<file path="src/rtl/short_probe_pkg.sv">
package short_probe_pkg;

    typedef enum logic [2:0] {
        SP_IDLE,
        SP_TEST_GND,
        SP_TEST_SUPPLY,
        SP_HOLD_SHORT,
        SP_PASS
    } sp_state_e;

    localparam logic [1:0] MODE_BRIDGE     = 2'b00;
    localparam logic [1:0] MODE_PAR_BRIDGE = 2'b01;
    localparam logic [1:0] MODE_SINGLE     = 2'b10;

endpackage

</file>
<file path="src/rtl/short_probe_sync.sv">
module short_probe_sync #(
    parameter int WIDTH  = 4,
    parameter int STAGES = 2
) (
    input  logic             clk,
    input  logic             rst_n,
    input  logic [WIDTH-1:0] d_in,
    output logic [WIDTH-1:0] d_out
);

    logic [WIDTH-1:0] chain_q [STAGES];

    generate
        for (genvar s = 0; s < STAGES; s++) begin : g_stage
            if (s == 0) begin : g_first
                always_ff @(posedge clk or negedge rst_n) begin
                    if (!rst_n) chain_q[s] <= '0;
                    else        chain_q[s] <= d_in;
                end
            end else begin : g_next
                always_ff @(posedge clk or negedge rst_n) begin
                    if (!rst_n) chain_q[s] <= '0;
                    else        chain_q[s] <= chain_q[s-1];
                end
            end
        end
    endgenerate

    assign d_out = chain_q[STAGES-1];

endmodule

</file>
<file path="src/rtl/short_probe_timer.sv">
module short_probe_timer #(
    parameter int PHASE_CYCLES = 16
) (
    input  logic clk,
    input  logic rst_n,
    input  logic clear,
    input  logic run,
    output logic last
);

    localparam int CNT_W = (PHASE_CYCLES > 1) ? $clog2(PHASE_CYCLES) : 1;
    localparam logic [CNT_W-1:0] LAST_VAL = CNT_W'(PHASE_CYCLES - 1);

    logic [CNT_W-1:0] cnt_q;

    always_ff @(posedge clk or negedge rst_n) begin
        if (!rst_n)               cnt_q <= '0;
        else if (clear)           cnt_q <= '0;
        else if (run && !last)    cnt_q <= cnt_q + 1'b1;
    end

    assign last = (cnt_q == LAST_VAL);

endmodule

</file>
<file path="src/rtl/short_probe_seq.sv">
module short_probe_seq
    import short_probe_pkg::*;
#(
    parameter int NUM_HB       = 4,
    parameter int PHASE_CYCLES = 16,
    parameter int SYNC_STAGES  = 2
) (
    input  logic              clk,
    input  logic              por_n,
    input  logic              supply_ok,
    input  logic [1:0]        out_mode,
    input  logic [NUM_HB-1:0] gnd_short,
    input  logic [NUM_HB-1:0] vdd_short,
    input  logic              dev_rst_n,
    output logic [NUM_HB-1:0] hiz_en,
    output logic              shdn_n,
    output logic              startup_go
);

    localparam int FLAG_W = 2 * NUM_HB;

    sp_state_e         state_q, state_d;
    logic [FLAG_W-1:0] flags_raw, flags_s;
    logic [NUM_HB-1:0] gnd_s, vdd_s;
    logic              gnd_hit, vdd_hit, flag_hit;
    logic              phase_last, timer_clr, timer_run;
    logic              done_q, go_q;

    // comparator flags enter through one shared synchronizer
    assign flags_raw = {vdd_short, gnd_short};

    short_probe_sync #(
        .WIDTH  (FLAG_W),
        .STAGES (SYNC_STAGES)
    ) flag_sync_i (
        .clk   (clk),
        .rst_n (por_n),
        .d_in  (flags_raw),
        .d_out (flags_s)
    );

    assign gnd_s    = flags_s[NUM_HB-1:0];
    assign vdd_s    = flags_s[FLAG_W-1:NUM_HB];
    assign gnd_hit  = |gnd_s;
    assign vdd_hit  = |vdd_s;
    assign flag_hit = gnd_hit | vdd_hit;

    assign timer_run = (state_q == SP_TEST_GND) || (state_q == SP_TEST_SUPPLY);
    assign timer_clr = (state_d != state_q);

    short_probe_timer #(
        .PHASE_CYCLES (PHASE_CYCLES)
    ) phase_timer_i (
        .clk   (clk),
        .rst_n (por_n),
        .clear (timer_clr),
        .run   (timer_run),
        .last  (phase_last)
    );

    // state register
    always_ff @(posedge clk or negedge por_n) begin
        if (!por_n) state_q <= SP_IDLE;
        else        state_q <= state_d;
    end

    // next-state logic
    always_comb begin
        state_d = state_q;
        unique case (state_q)
            SP_IDLE: begin
                if (supply_ok && !done_q) begin
                    if (out_mode == MODE_SINGLE) state_d = SP_PASS;
                    else                         state_d = SP_TEST_GND;
                end
            end
            SP_TEST_GND: begin
                if (!supply_ok)      state_d = SP_IDLE;
                else if (gnd_hit)    state_d = SP_HOLD_SHORT;
                else if (phase_last) state_d = SP_TEST_SUPPLY;
            end
            SP_TEST_SUPPLY: begin
                if (!supply_ok)      state_d = SP_IDLE;
                else if (vdd_hit)    state_d = SP_HOLD_SHORT;
                else if (phase_last) state_d = SP_PASS;
            end
            SP_HOLD_SHORT: begin
                if (!supply_ok)      state_d = SP_IDLE;
                else if (!flag_hit)  state_d = SP_TEST_GND;
            end
            SP_PASS: begin
                if (!supply_ok)      state_d = SP_IDLE;
            end
            default:                 state_d = SP_IDLE;
        endcase
    end

    // passed status and handover strobe
    always_ff @(posedge clk or negedge por_n) begin
        if (!por_n) begin
            done_q <= 1'b0;
            go_q   <= 1'b0;
        end else begin
            go_q <= (state_q != SP_PASS) && (state_d == SP_PASS);
            if (!supply_ok)                 done_q <= 1'b0;
            else if (state_d == SP_PASS)    done_q <= 1'b1;
        end
    end

    // output decode
    always_comb begin
        hiz_en = '1;
        shdn_n = 1'b1;
        unique case (state_q)
            SP_IDLE:        shdn_n = 1'b1;
            SP_TEST_GND,
            SP_TEST_SUPPLY,
            SP_HOLD_SHORT:  shdn_n = 1'b0;
            SP_PASS:        hiz_en = {NUM_HB{~dev_rst_n}};
            default:        shdn_n = 1'b1;
        endcase
    end

    assign startup_go = go_q;

endmodule

</file>
<file path="config.mk">
export PLATFORM = sky130hd
export DESIGN_NAME = short_probe_seq
export DESIGN_NICKNAME = d
export VERILOG_FILES = /design/src/rtl/short_probe_pkg.sv /design/src/rtl/short_probe_sync.sv /design/src/rtl/short_probe_timer.sv /design/src/rtl/short_probe_seq.sv
export SDC_FILE = /design/constraint.sdc
export NUM_CORES = 1
export LEC_CHECK = 0
export BUFFER_PORTS_ARGS = -buffer_cell sky130_fd_sc_hd__buf_2
export CAP_MARGIN = 20
export CORE_MARGIN = 2
export CORE_UTILIZATION = 40
export DETAILED_ROUTE_END_ITERATION = 8
export GPL_ROUTABILITY_DRIVEN = 0
export GPL_TIMING_DRIVEN = 0
export PLACE_DENSITY_LB_ADDON = 0.1
export SYNTH_ARGS = -nofsm -noshare
export SYNTH_HDL_FRONTEND = slang
export SYNTH_SLANG_ARGS = --single-unit
</file>
<file path="constraint.sdc">
create_clock -name clk -period 2.7 [get_ports clk]
set_clock_uncertainty 0.1 [all_clocks]
set_input_delay 0.54 -clock clk [delete_from_list [all_inputs] [get_ports clk]]
set_output_delay 0.54 -clock clk [all_outputs]
set_load 0.01 [all_outputs]
</file>
; ---- Word-level counts from Yosys, hierarchy flattened
; Cells that the tools add are included.
[classes]
add_sub_neg = 1
n_eq_ne = 10
n_mux = 18
bitwise = 2
reduce_logical = 11
[op_table]
columns = op, n
row1 = $mux W3, 11
row2 = $pmux W3 S5, 1
row3 = $mux W4, 3
row4 = $reduce_or A4 Y1, 2
row5 = $eq A3 B2 Y1 const B, 2
row6 = $eq A3 B3 Y1 const B, 2
row7 = $add A4 B1 Y4 const B, 1
row8 = $eq A4 B4 Y1 const B, 1
row9 = $eq A3 B1 Y1 const B, 1
row10 = $logic_and A1 B1 Y1, 3
row11 = $logic_not A3 Y1, 1
row12 = $mux W1, 3
row13 = $ne A3 B3 Y1, 1
row14 = $ne A3 B3 Y1 const B, 1
row15 = $reduce_or A3 Y1, 1
row16 = $eq A2 B2 Y1 const B, 1
row17 = $logic_not A1 Y1, 2
row18 = $ne A2 B1 Y1 const B, 1
row19 = $reduce_bool A2 Y1, 1
row20 = $logic_or A1 B1 Y1, 1
row21 = $not A1 Y1, 1
row22 = $or A1 B1 Y1, 1
[word_totals]
ff_bits = 25
in_bits = 14
out_inout_bits = 6
elab_cells = 48

; ---- Longest topological paths before layout
[logic_depth]
depth_word = 8
ltp_mapped = 6
depth_no_buf = 6

; ---- Cells and area by module
; A second synthesis with hierarchy kept.
[hier_totals]
cells_unflattened = 93
hier_area_um2 = 1096.1
[modules_own_cells]
columns = module, instances, cells_each, area_each_um2, seq_area_each_um2
row1 = short_probe_sync, 1, 24, 460.4, 400.4
row2 = short_probe_seq, 1, 49, 406.6, 125.1
row3 = short_probe_timer, 1, 20, 229.0, 100.1

; ---- Least setup slack after synthesis
; No wires, ideal clock.
[synth_timing]
path_kind = reg-to-output
from = register state_q[1]
to = output port hiz_en[1]
arrival_time_ns = 1.128
t_required_ns = 2.060
setup_slack_ns = 0.932
stages_incl_launch_ff = 5
n_path_buf = 2
path_cell_list = dfrtp_1 clkbuf_1 nor2_2 nand3_1 buf_4
[synth_via]
elab_chain_len = 2
[synth_rtl]
columns = element, line
row1 = "start, declared", short_probe_seq.sv:22  ; sp_state_e state_q, state_d;
row2 = "start signal, assigned", short_probe_seq.sv:64  ; else state_q <= state_d;
row3 = $eq A3 B3 Y1, short_probe_seq.sv:114  ; unique case (state_q)
row4 = $mux W4, short_probe_seq.sv:114
row5 = "end, declared", short_probe_seq.sv:15  ; output logic [NUM_HB-1:0] hiz_en,
; Every way passes these cells.

; ---- Final worst setup path
[layout_timing]
from = register state_q[1]
to = output port hiz_en[2]
; Same word-level chain as after synthesis.

==> qor.yml <==
grt_overflow: 0
clockRootBuffer: "clkbuf_4"
die_y_um: 54.7
cts_tree: "done"
fin_crit_sh: 0.840
synth_edf_count: 0
core.rowCount: 18
numCtsBuffers: 3
finalHoldViolCount: 0
startpoint_type: "flop"
clock-sinks: 25
hpwl_mm: 1.18
die-area_um2: 2990
grt_pass1_wl_mm: 2.59
ys_seq_area_frac: 0.608
async_flop_share: 1.00
leakage_uw: 0.000535
ys_top_cells_by_area: "dfrtp_1 61%, nor4_2 2.4%, buf_4 2.2%, nor3_2 1.9%, o21ai_1 1.9%"
rsz0062_at_grt: "no"
design.core.area_um2: 2450
setup_ws_ps: 431
cts_setup_buffers: 0
antenna_found_initial: 0
wire_per_inst_um: 11.6
path_max_fanout: 10
finalNetCount: 123
p_total_uw: 694
antenna_left: 0
path_class: "flop to output pin"
min_path_type: "input port to async pin"
cts-resized-gates: 0
wirelength_mm: 1.59
numPortBuffers: 19
crit_required_ps: 2060
avgSynthCellArea_um2: 12.2
clk_latency_ps: 300
arrival_ps: 1630
syn_to_final_growth_pct: 15.5
postCtsHoldBufs: 0
vdd_drop_max_v: 0.000396
period_needed_ps: 2270
grtUsageTotal: 0.126
initial_core_util: 0.419
drv_cap: 0
syn_inst: 84
grt_pass1_vias: 594
routed-via-count: 699
slew_violations: 0
die_w_um: 54.7
fillers: 237
utilization: 0.484
clk_pin_slew_ps: 120
power_density_nw_per_um2: 585
synth_nets: 99
fmax_mhz: 441
drc_errors: 0
worstMarginPinSlew_ps: 528
finalSetupViolations: 0
first_iter_violations: 7
drive_above_1_share: 0.308
synth_commonest_cells: "25 x dfrtp_1, 5 x nor2_1, 4 x nand2_1, 4 x o21ai_1, 3 x buf_4"
synthDominantCellAreaShare: 0.608
endpoint_kind: "output pin"
syn-cell-area_um2: 1030
grt_max_degree: 26
ys_warn_count: 0
synth_cell_types: 40
diodes: 0
status: "finished, final reports clean"
synth_top_area_cell: "dfrtp_1"
pin_count: 20
via_per_inst: 5.10
post-place-ws_ps: 748
maxSlewHeadroom: 0.648
tns_ps: 0
synth_most_common_cell: "dfrtp_1"
ys_seq_elements: 25
cts.htree.levels: 1
first_pass_iters: 4
ys_dominant_reg_cell: "dfrtp_1"
cts_buffer_depth: 2
==> power by group <==
part           total [µW]  switching, µW  internal (µW)
clock                 154           96.7           57.6
sequential            415           15.4            400
combinational         125           69.7           55.1
==> state kept, by name, indices dropped and copies added, names as in the netlist <==
name / flops
flag_sync_i.d_out: 8
flag_sync_i.chain_q: 8
startup_go: 1
done_q: 1
phase_timer_i.cnt_q: 4
state_q: 3
==> area by class of cell <==
cell class	instances	area (µm²)	share of cell area
sequential	25	626	0.527
tap	30	37.5	0.0316
clock buffer	4	26.3	0.0221
timing repair buffer	19	95.1	0.0801
multi-input combinational	52	364	0.307
buffer	6	35.0	0.0295
inverter	1	3.75	0.00316
==> worst max-delay path: stages (launching register included) <==
cell      delay, ps
dfrtp_1         420
clkbuf_1        220
nor2_2          220
nand3_1         160
buf_4           180
buf_2           130
==> metrics by stage <==
stage	instance area [µm²]	hold WS, ps	instances
floorplan	1030	144	84
global placement	1160	233	133
detailed placement	1160	235	133
CTS	1190	99.8	137
global route	1190	116	137
finish	1190	93.9	137
==> worst paths after layout <==
| path | startpoint | end | slack [ps] | depth (start not counted) |
|---|---|---|---|---|
| max in group asynchronous | por_n | phase_timer_i.cnt_q[2] | 2060 | 1 |
| worst max register to register | phase_timer_i.cnt_q[0] | phase_timer_i.cnt_q[2] | 860 | 6 |
| worst min-delay path | por_n | flag_sync_i.chain_q[10] | 90 | 1 |
| min in group clk | gnd_short[0] | flag_sync_i.chain_q[8] | 230 | 1 |
| worst max-delay path | state_q[1] | hiz_en[2] | 430 | 5 |
| worst min register to register | flag_sync_i.chain_q[15] | flag_sync_i.d_out[7] | 260 | 0 |
==> per-layer routing <==
layer	global-route usage	vias up	routed length [µm]
met3	0.0164	4	79
met1	0.170	331	691
li1	-	341	-
met4	0.0875	0	40
met2	0.188	23	777
met5	0	-	0
==> cell usage in the layout (no fill, tap or decap), drive strengths merged, types with 2 or more instances in the layout <==
cell type and count:
nand4 2, nor3 3, and3 2, nor4 3
nand2 4, buf 23, o21ai 5, clkbuf 6
nand3 2, dfrtp 25, o21a 2, nor2 6
xnor2 2, a21oi 2
==> logic make-up (layout without fill, tap and decap cells) <==
kind of cell	after synthesis	count (layout)	share of synthesized area
buffers and inverters	7	30	0.0377
adder cells (fa/ha/maj)	1	1	0.0122
flip-flops	25	25	0.608
AO/OA/AOI/OAI	16	16	0.103
AND/OR/NAND/NOR	30	30	0.192
multiplexers	2	2	0.0207
XOR/XNOR	3	3	0.0256
No activity file was read; power rests on OpenSTA's default activity.
